$ cat config.mk
export PLATFORM = sky130hd
export DESIGN_NAME = pon_preamble_splitter
export DESIGN_NICKNAME = d
export VERILOG_FILES = /design/src/rtl/pon_pre_pkg.sv /design/src/rtl/pre_pos_counter.sv /design/src/rtl/pre_prefix_detect.sv /design/src/rtl/pre_park_replay.sv /design/src/rtl/pon_preamble_splitter.sv
export SDC_FILE = /design/constraint.sdc
export NUM_CORES = 1
export LEC_CHECK = 0
export ABC_AREA = 1
export BUFFER_PORTS_ARGS = -buffer_cell sky130_fd_sc_hd__buf_2
export CAP_MARGIN = 25
export CORE_MARGIN = 1
export CORE_UTILIZATION = 45
export CTS_CLUSTER_DIAMETER = 100
export DETAILED_ROUTE_END_ITERATION = 10
export GPL_ROUTABILITY_DRIVEN = 0
export SLEW_MARGIN = 10
export SYNTH_ARGS = -nofsm -noshare
export SYNTH_HDL_FRONTEND = slang
export SYNTH_SLANG_ARGS = --single-unit
$ cat constraint.sdc
create_clock -name clk -period 2.25 [get_ports clk]
set_input_delay 0.3375 -clock clk [delete_from_list [all_inputs] [get_ports clk]]
set_output_delay 0.3375 -clock clk [all_outputs]
set_load 0.1 [all_outputs]
$ cat src/rtl/pon_pre_pkg.sv
`timescale 1ns/1ps
package pon_pre_pkg;
  localparam int unsigned BYTE_W   = 8;
  localparam int unsigned PRE_LEN  = 8;
  localparam int unsigned PFX_LEN  = 5;
  localparam int unsigned DELIM_AT = 2;
  localparam int unsigned LLID_END = 6;
  // prefix byte i sits at bits [i*8 +: 8]
  localparam logic [PFX_LEN*BYTE_W-1:0] PFX_BYTES = 40'h55_55_D5_55_55;
  typedef logic [BYTE_W-1:0] byte_t;
endpackage

$ cat src/rtl/pre_pos_counter.sv
`timescale 1ns/1ps
module pre_pos_counter #(
  parameter int unsigned PRE_LEN = 8,
  localparam int unsigned CW = $clog2(PRE_LEN + 1)
) (
  input  logic          clk,
  input  logic          rst_n,
  input  logic          rx_valid,
  output logic [CW-1:0] pos,
  output logic          steer_sel
);
  logic [CW-1:0] pos_q;

  always_ff @(posedge clk) begin
    if (!rst_n)                        pos_q <= '0;
    else if (!rx_valid)                pos_q <= '0;
    else if (pos_q != CW'(PRE_LEN))    pos_q <= pos_q + 1'b1;
  end

  assign pos       = pos_q;
  assign steer_sel = (pos_q == CW'(PRE_LEN));

  // an idle cycle restarts the position
  a_r3_idle_clears: assert property (@(posedge clk) disable iff (!rst_n)
    !rx_valid |=> (pos == '0));
  // once steering to payload, stay there while the burst lasts
  a_r4_sel_holds: assert property (@(posedge clk) disable iff (!rst_n)
    (steer_sel && rx_valid) |=> steer_sel);
endmodule

$ cat src/rtl/pre_prefix_detect.sv
`timescale 1ns/1ps
module pre_prefix_detect #(
  parameter int unsigned DW      = 8,
  parameter int unsigned PFX_LEN = 5,
  parameter int unsigned CW      = 4,
  parameter logic [PFX_LEN*DW-1:0] PFX = '0
) (
  input  logic          clk,
  input  logic          rst_n,
  input  logic [DW-1:0] rx_data,
  input  logic          rx_valid,
  input  logic [CW-1:0] pos,
  output logic          det_valid
);
  logic [PFX_LEN-1:0] slot_hit;
  logic               hit;
  logic               run_ok;
  logic               det_q;

  for (genvar i = 0; i < PFX_LEN; i++) begin : g_slot
    assign slot_hit[i] = (rx_data == PFX[i*DW +: DW]);
  end

  always_comb begin
    hit = 1'b0;
    for (int i = 0; i < PFX_LEN; i++)
      if (pos == CW'(i)) hit = slot_hit[i];
  end

  always_ff @(posedge clk) begin
    if (!rst_n) begin
      run_ok <= 1'b0;
      det_q  <= 1'b0;
    end else if (!rx_valid) begin
      run_ok <= 1'b0;
      det_q  <= 1'b0;
    end else if (pos == '0) begin
      run_ok <= hit;
    end else if (pos < CW'(PFX_LEN - 1)) begin
      run_ok <= run_ok & hit;
    end else if (pos == CW'(PFX_LEN - 1)) begin
      det_q  <= run_ok & hit;
    end
  end

  assign det_valid = det_q;

  // detection only turns on right after the last prefix byte
  a_r2_rise_at_prefix_end: assert property (@(posedge clk) disable iff (!rst_n)
    $rose(det_valid) |-> ($past(rx_valid) && $past(pos) == CW'(PFX_LEN - 1)));
  // detection drops once the burst ends
  a_r2_drop_on_idle: assert property (@(posedge clk) disable iff (!rst_n)
    !rx_valid |=> !det_valid);
endmodule

$ cat src/rtl/pre_park_replay.sv
`timescale 1ns/1ps
module pre_park_replay #(
  parameter int unsigned DW      = 8,
  parameter int unsigned PRE_LEN = 8,
  parameter int unsigned CW      = 4,
  parameter int unsigned FIRST   = 2,
  parameter int unsigned LAST    = 6,
  localparam int unsigned AW = $clog2(PRE_LEN)
) (
  input  logic          clk,
  input  logic          rst_n,
  input  logic [DW-1:0] rx_data,
  input  logic          rx_valid,
  input  logic [CW-1:0] pos,
  input  logic          steer_sel,
  input  logic          det_valid,
  output logic [DW-1:0] chk_data,
  output logic          chk_valid,
  output logic          chk_last
);
  logic [DW-1:0] park [PRE_LEN];
  logic [AW-1:0] rd_idx;
  logic          active;
  logic          start;

  always_ff @(posedge clk) begin
    if (rx_valid && !steer_sel) park[pos[AW-1:0]] <= rx_data;
  end

  assign start = rx_valid && det_valid && (pos == CW'(PRE_LEN - 1));

  always_ff @(posedge clk) begin
    if (!rst_n) begin
      active <= 1'b0;
      rd_idx <= '0;
    end else if (start) begin
      active <= 1'b1;
      rd_idx <= AW'(FIRST);
    end else if (active) begin
      if (rd_idx == AW'(LAST)) active <= 1'b0;
      else                     rd_idx <= rd_idx + 1'b1;
    end
  end

  assign chk_data  = park[rd_idx];
  assign chk_valid = active;
  assign chk_last  = active && (rd_idx == AW'(LAST));

  // every replay begins at the delimiter slot
  a_r6_starts_at_delim: assert property (@(posedge clk) disable iff (!rst_n)
    $rose(chk_valid) |-> (rd_idx == AW'(FIRST)));
  // replay is contiguous until the last byte
  a_r6_no_gap: assert property (@(posedge clk) disable iff (!rst_n)
    (chk_valid && !chk_last) |=> chk_valid);
  // last flag only with a valid byte, and ends the replay
  a_r7_last_ends: assert property (@(posedge clk) disable iff (!rst_n)
    chk_last |=> !chk_valid);
  // replay only follows a detected burst reaching the last preamble slot
  a_r8_needs_detect: assert property (@(posedge clk) disable iff (!rst_n)
    $rose(chk_valid) |-> ($past(det_valid) && $past(rx_valid)));
endmodule

$ cat src/rtl/pon_preamble_splitter.sv
`timescale 1ns/1ps
module pon_preamble_splitter
  import pon_pre_pkg::*;
(
  input  logic              clk,
  input  logic              rst_n,
  input  logic [BYTE_W-1:0] rx_data,
  input  logic              rx_valid,
  output logic              det_valid,
  output logic              steer_sel,
  output logic [BYTE_W-1:0] pay_data,
  output logic              pay_valid,
  output logic [BYTE_W-1:0] chk_data,
  output logic              chk_valid,
  output logic              chk_last
);
  localparam int unsigned CW = $clog2(PRE_LEN + 1);

  logic [CW-1:0] pos;
  byte_t         pay_q;
  logic          pay_v_q;

  pre_pos_counter #(.PRE_LEN(PRE_LEN)) u_pos (
    .clk(clk), .rst_n(rst_n), .rx_valid(rx_valid),
    .pos(pos), .steer_sel(steer_sel)
  );

  pre_prefix_detect #(
    .DW(BYTE_W), .PFX_LEN(PFX_LEN), .CW(CW), .PFX(PFX_BYTES)
  ) u_det (
    .clk(clk), .rst_n(rst_n), .rx_data(rx_data), .rx_valid(rx_valid),
    .pos(pos), .det_valid(det_valid)
  );

  pre_park_replay #(
    .DW(BYTE_W), .PRE_LEN(PRE_LEN), .CW(CW),
    .FIRST(DELIM_AT), .LAST(LLID_END)
  ) u_park (
    .clk(clk), .rst_n(rst_n), .rx_data(rx_data), .rx_valid(rx_valid),
    .pos(pos), .steer_sel(steer_sel), .det_valid(det_valid),
    .chk_data(chk_data), .chk_valid(chk_valid), .chk_last(chk_last)
  );

  always_ff @(posedge clk) begin
    if (!rst_n) begin
      pay_v_q <= 1'b0;
      pay_q   <= '0;
    end else begin
      pay_v_q <= rx_valid && steer_sel;
      pay_q   <= rx_data;
    end
  end

  assign pay_data  = pay_q;
  assign pay_valid = pay_v_q;

  // payload only follows a byte steered past the preamble
  a_r5_payload_source: assert property (@(posedge clk) disable iff (!rst_n)
    pay_valid |-> $past(rx_valid && steer_sel));
  // payload carries the accepted byte unchanged
  a_r5_payload_same: assert property (@(posedge clk) disable iff (!rst_n)
    pay_valid |-> (pay_data == $past(rx_data)));
endmodule

==> impl_metrics.json <==
{
  "crit_buf_inv": 3,
  "hpwl_um": 4930,
  "numCtsBuffers": 9,
  "postRouteAntennaNets": 0,
  "grt_max_degree": 18,
  "grt-ovfl-total": 0,
  "clk_pin_slew_ns": 0.08,
  "cp_slowest_cell": "dfxtp_1",
  "fin_skew_ns": 0.00914,
  "fp.dieH_um": 89.4,
  "layout-drive-gt1-share_pct": 22.4,
  "ys_ff_latch": 83,
  "ir_drop_v": 0.000338,
  "maxCapViolCount": 0,
  "rsz0062_at_grt": "false",
  "path_max_fanout": 6,
  "placed_cell_area_sq_mm": 0.00389,
  "p_seq_share_pct": 54.5,
  "crit_path_end_kind": "output pin",
  "routed_wl_um": 7460,
  "grt_pass1_vias": 2137,
  "start_util_pct": 46.9,
  "cts_sinks": 83,
  "fmax_mhz": 476,
  "design_area_sq_mm": 0.00415,
  "cts_tree": "yes",
  "antenna_cells": 0,
  "period_needed_ns": 2.10,
  "worst-setup-path-type": "flop to output pin",
  "cp-start-kind": "flop",
  "drt_first_pass_iters": 4,
  "slew_violations": 0,
  "clock_latency_ns": 0.35,
  "htree_levels": 3,
  "core_area_sq_mm": 0.00733,
  "cts_buffer_depth": 2,
  "internal_power_mw": 2.36,
  "drtIter0Drc": 139,
  "holdBufCountCts": 0,
  "min_path_type": "input port to flop",
  "wl_per_cell_um": 16.1,
  "finalSetupViolations": 0,
  "postSynthCellCount": 314,
  "p_comb_share_pct": 9.1,
  "seq_area_frac_synth_pct": 67.0,
  "switching_share_pct": 23.6,
  "ioPinCount": 32,
  "grt_usage_pct": 21.3,
  "crit_chain": "inv_1 -> ha_1 -> nand3_2 -> clkinvlp_4 -> clkbuf_4",
  "drc": 0,
  "fin_tns_setup_ns": 0,
  "synthFlopType": "edfxtp_1",
  "async_flop_share_pct": 0,
  "p_leak_nw": 1.64,
  "regArea_sq_mm": 0.00230,
  "outcome": "finished clean",
  "syn_nets": 329,
  "max_slew_margin_pct": 67.4,
  "finalHoldWorstSlack_ns": 0.302,
  "period_share_pct": 93.4,
  "multiInputGateArea_sq_um": 965,
  "syn_area_per_cell_sq_um": 10.9,
  "slowest_delay_ns": 0.36,
  "p_switching_mw": 0.728,
  "vias": 2339,
  "power.share.clock_pct": 36.4,
  "ys_warn_count": 0,
  "area_growth_pct": 20.8,
  "io_buffers": 31,
  "die_w_um": 89.4,
  "fill_cells": 620,
  "path_delay_family": "buffers and inverters",
  "worstPathArrival_ns": 1.76,
  "worst_ep_required_time_ns": 1.91,
  "synth-edff-count": 64,
  "vias_per_cell": 5.03,
  "power_density_mw_per_mm2": 743,
  "cts_root_buf": "clkbuf_8",
  "synth_cell_types": 27,
  "rows": 31,
  "design.die.area_sq_mm": 0.00799,
  "worst_slew_pin_slew_ns": 0.492,
  "fin_nets": 376,
  "synth_area_sq_mm": 0.00344,
  "antenna_found_initial": 0,
  "grt_pass1_wl_um": 11700,
  "finalHoldViolCount": 0
}
==> area by class of cell <==
cell class                 instances  share of cell area, %
multi-input combinational        192                   23.2
timing repair buffer              45                   10.2
clock inverter                     3                   1.05
inverter                          30                   2.92
tap                               99                   2.98
sequential                        83                   55.5
clock buffer                      13                   4.10
==> metrics by stage <==
stage | setup slack [ns] | power [mW] | std cells | util, %
2_1_floorplan | 0.0211 | 1.90 | 314 | -
3_3_place_gp | 0.327 | 2.00 | 445 | 53.0
3_5_place_dp | 0.270 | 2.00 | 445 | 53.0
4_1_cts | 0.0387 | 3.11 | 461 | 56.0
5_1_grt | 0.00734 | 3.19 | 465 | 56.6
6_report | 0.149 | 3.09 | 465 | 56.6
==> worst paths after layout <==
kind                                     start                      endpoint  slack (ns)  depth (start not counted)
hold reg to reg   u_det.det_valid$_SDFFE_PN0P_  u_det.det_valid$_SDFFE_PN0P_        0.49                          2
setup reg to reg     u_pos.pos[1]$_SDFFE_PN0N_   u_park.park[2][3]$_DFFE_PP_        0.26                          7
hold / removal                      rx_data[3]        pay_data[3]$_SDFF_PN0_        0.30                          3
setup / recovery     u_pos.pos[1]$_SDFFE_PN0N_                     steer_sel        0.15                          5
==> synthesized netlist by cell type, types with 3 or more instances <==
master	n	area, sq um
edfxtp_1	64	1920
o22a_1	5	43.8
nor2_1	48	180
nand3_1	9	45.0
dfxtp_1	19	380
o21ai_0	21	105
ha_1	4	50.1
buf_6	3	33.8
a21oi_1	8	40.0
inv_1	27	101
o21ai_2	4	35.0
nand4_1	3	18.8
a22oi_2	4	50.1
nand2_1	76	285
==> per-layer routing <==
layer	track usage (%)	vias up	wire, um
met1	28.6	1106	3430
met4	10.7	0	233
met5	0	-	0
li1	-	1149	-
met3	4.25	16	321
met2	33.0	68	3480
==> timing repair <==
| item | in CTS | in global routing |
|---|---|---|
| setup buffers | 0 | 4 |
| setup endpoints to repair | 0 | 3 |
| resized for setup | 0 | 3 |
==> worst min-delay path, stage by stage <==
cell and delay, ns:
buf_2 0.16, nand2_1 0.08, inv_1 0.03
==> state kept, by name, summed over array words and instances, names as in the netlist <==
| signal | cells |
|---|---|
| u_det.run_ok | 1 |
| u_det.det_valid | 1 |
| u_park.rd_idx | 3 |
| pay_data | 8 |
| u_park.park | 64 |
| u_park.chk_valid | 1 |
| pay_valid | 1 |
| u_pos.pos | 4 |
==> power groups by stage <==
stage	clock (mW)	combinational (mW)	sequential [mW]
3_5_place_dp	0	0.281	1.72
4_1_cts	1.15	0.281	1.68
2_1_floorplan	0	0.124	1.77
5_1_grt	1.21	0.296	1.69
6_report	1.12	0.279	1.68
3_3_place_gp	0	0.278	1.72
==> layout by cell type, fill, tap and decap left out, types with 2 or more instances in the layout <==
cell and n:
o21ai_2 4, a22oi_1 2, dfxtp_2 2, nand2_2 2, buf_4 12, nand4_1 3
buf_12 11, a21oi_1 8, clkbuf_8 10, nor2_1 44, nand3_1 8, nand2_1 76
nor3_1 2, nor2_4 3, inv_1 25, inv_2 3, a22oi_2 4, buf_2 21
o22a_1 5, edfxtp_1 64, dfxtp_1 17, clkbuf_1 2, o21ai_0 21, ha_1 4
==> kinds of logic after synthesis <==
| logic type | Yosys count | share of synthesized area [%] |
|---|---|---|
| flops | 83 | 67.0 |
| xor+xnor | 1 | 0.255 |
| fa+ha+maj | 4 | 1.46 |
| compound gates | 46 | 8.85 |
| simple gates | 141 | 16.6 |
| buf+inv | 39 | 5.79 |
Note: power is estimated with default switching activity, not from simulation.
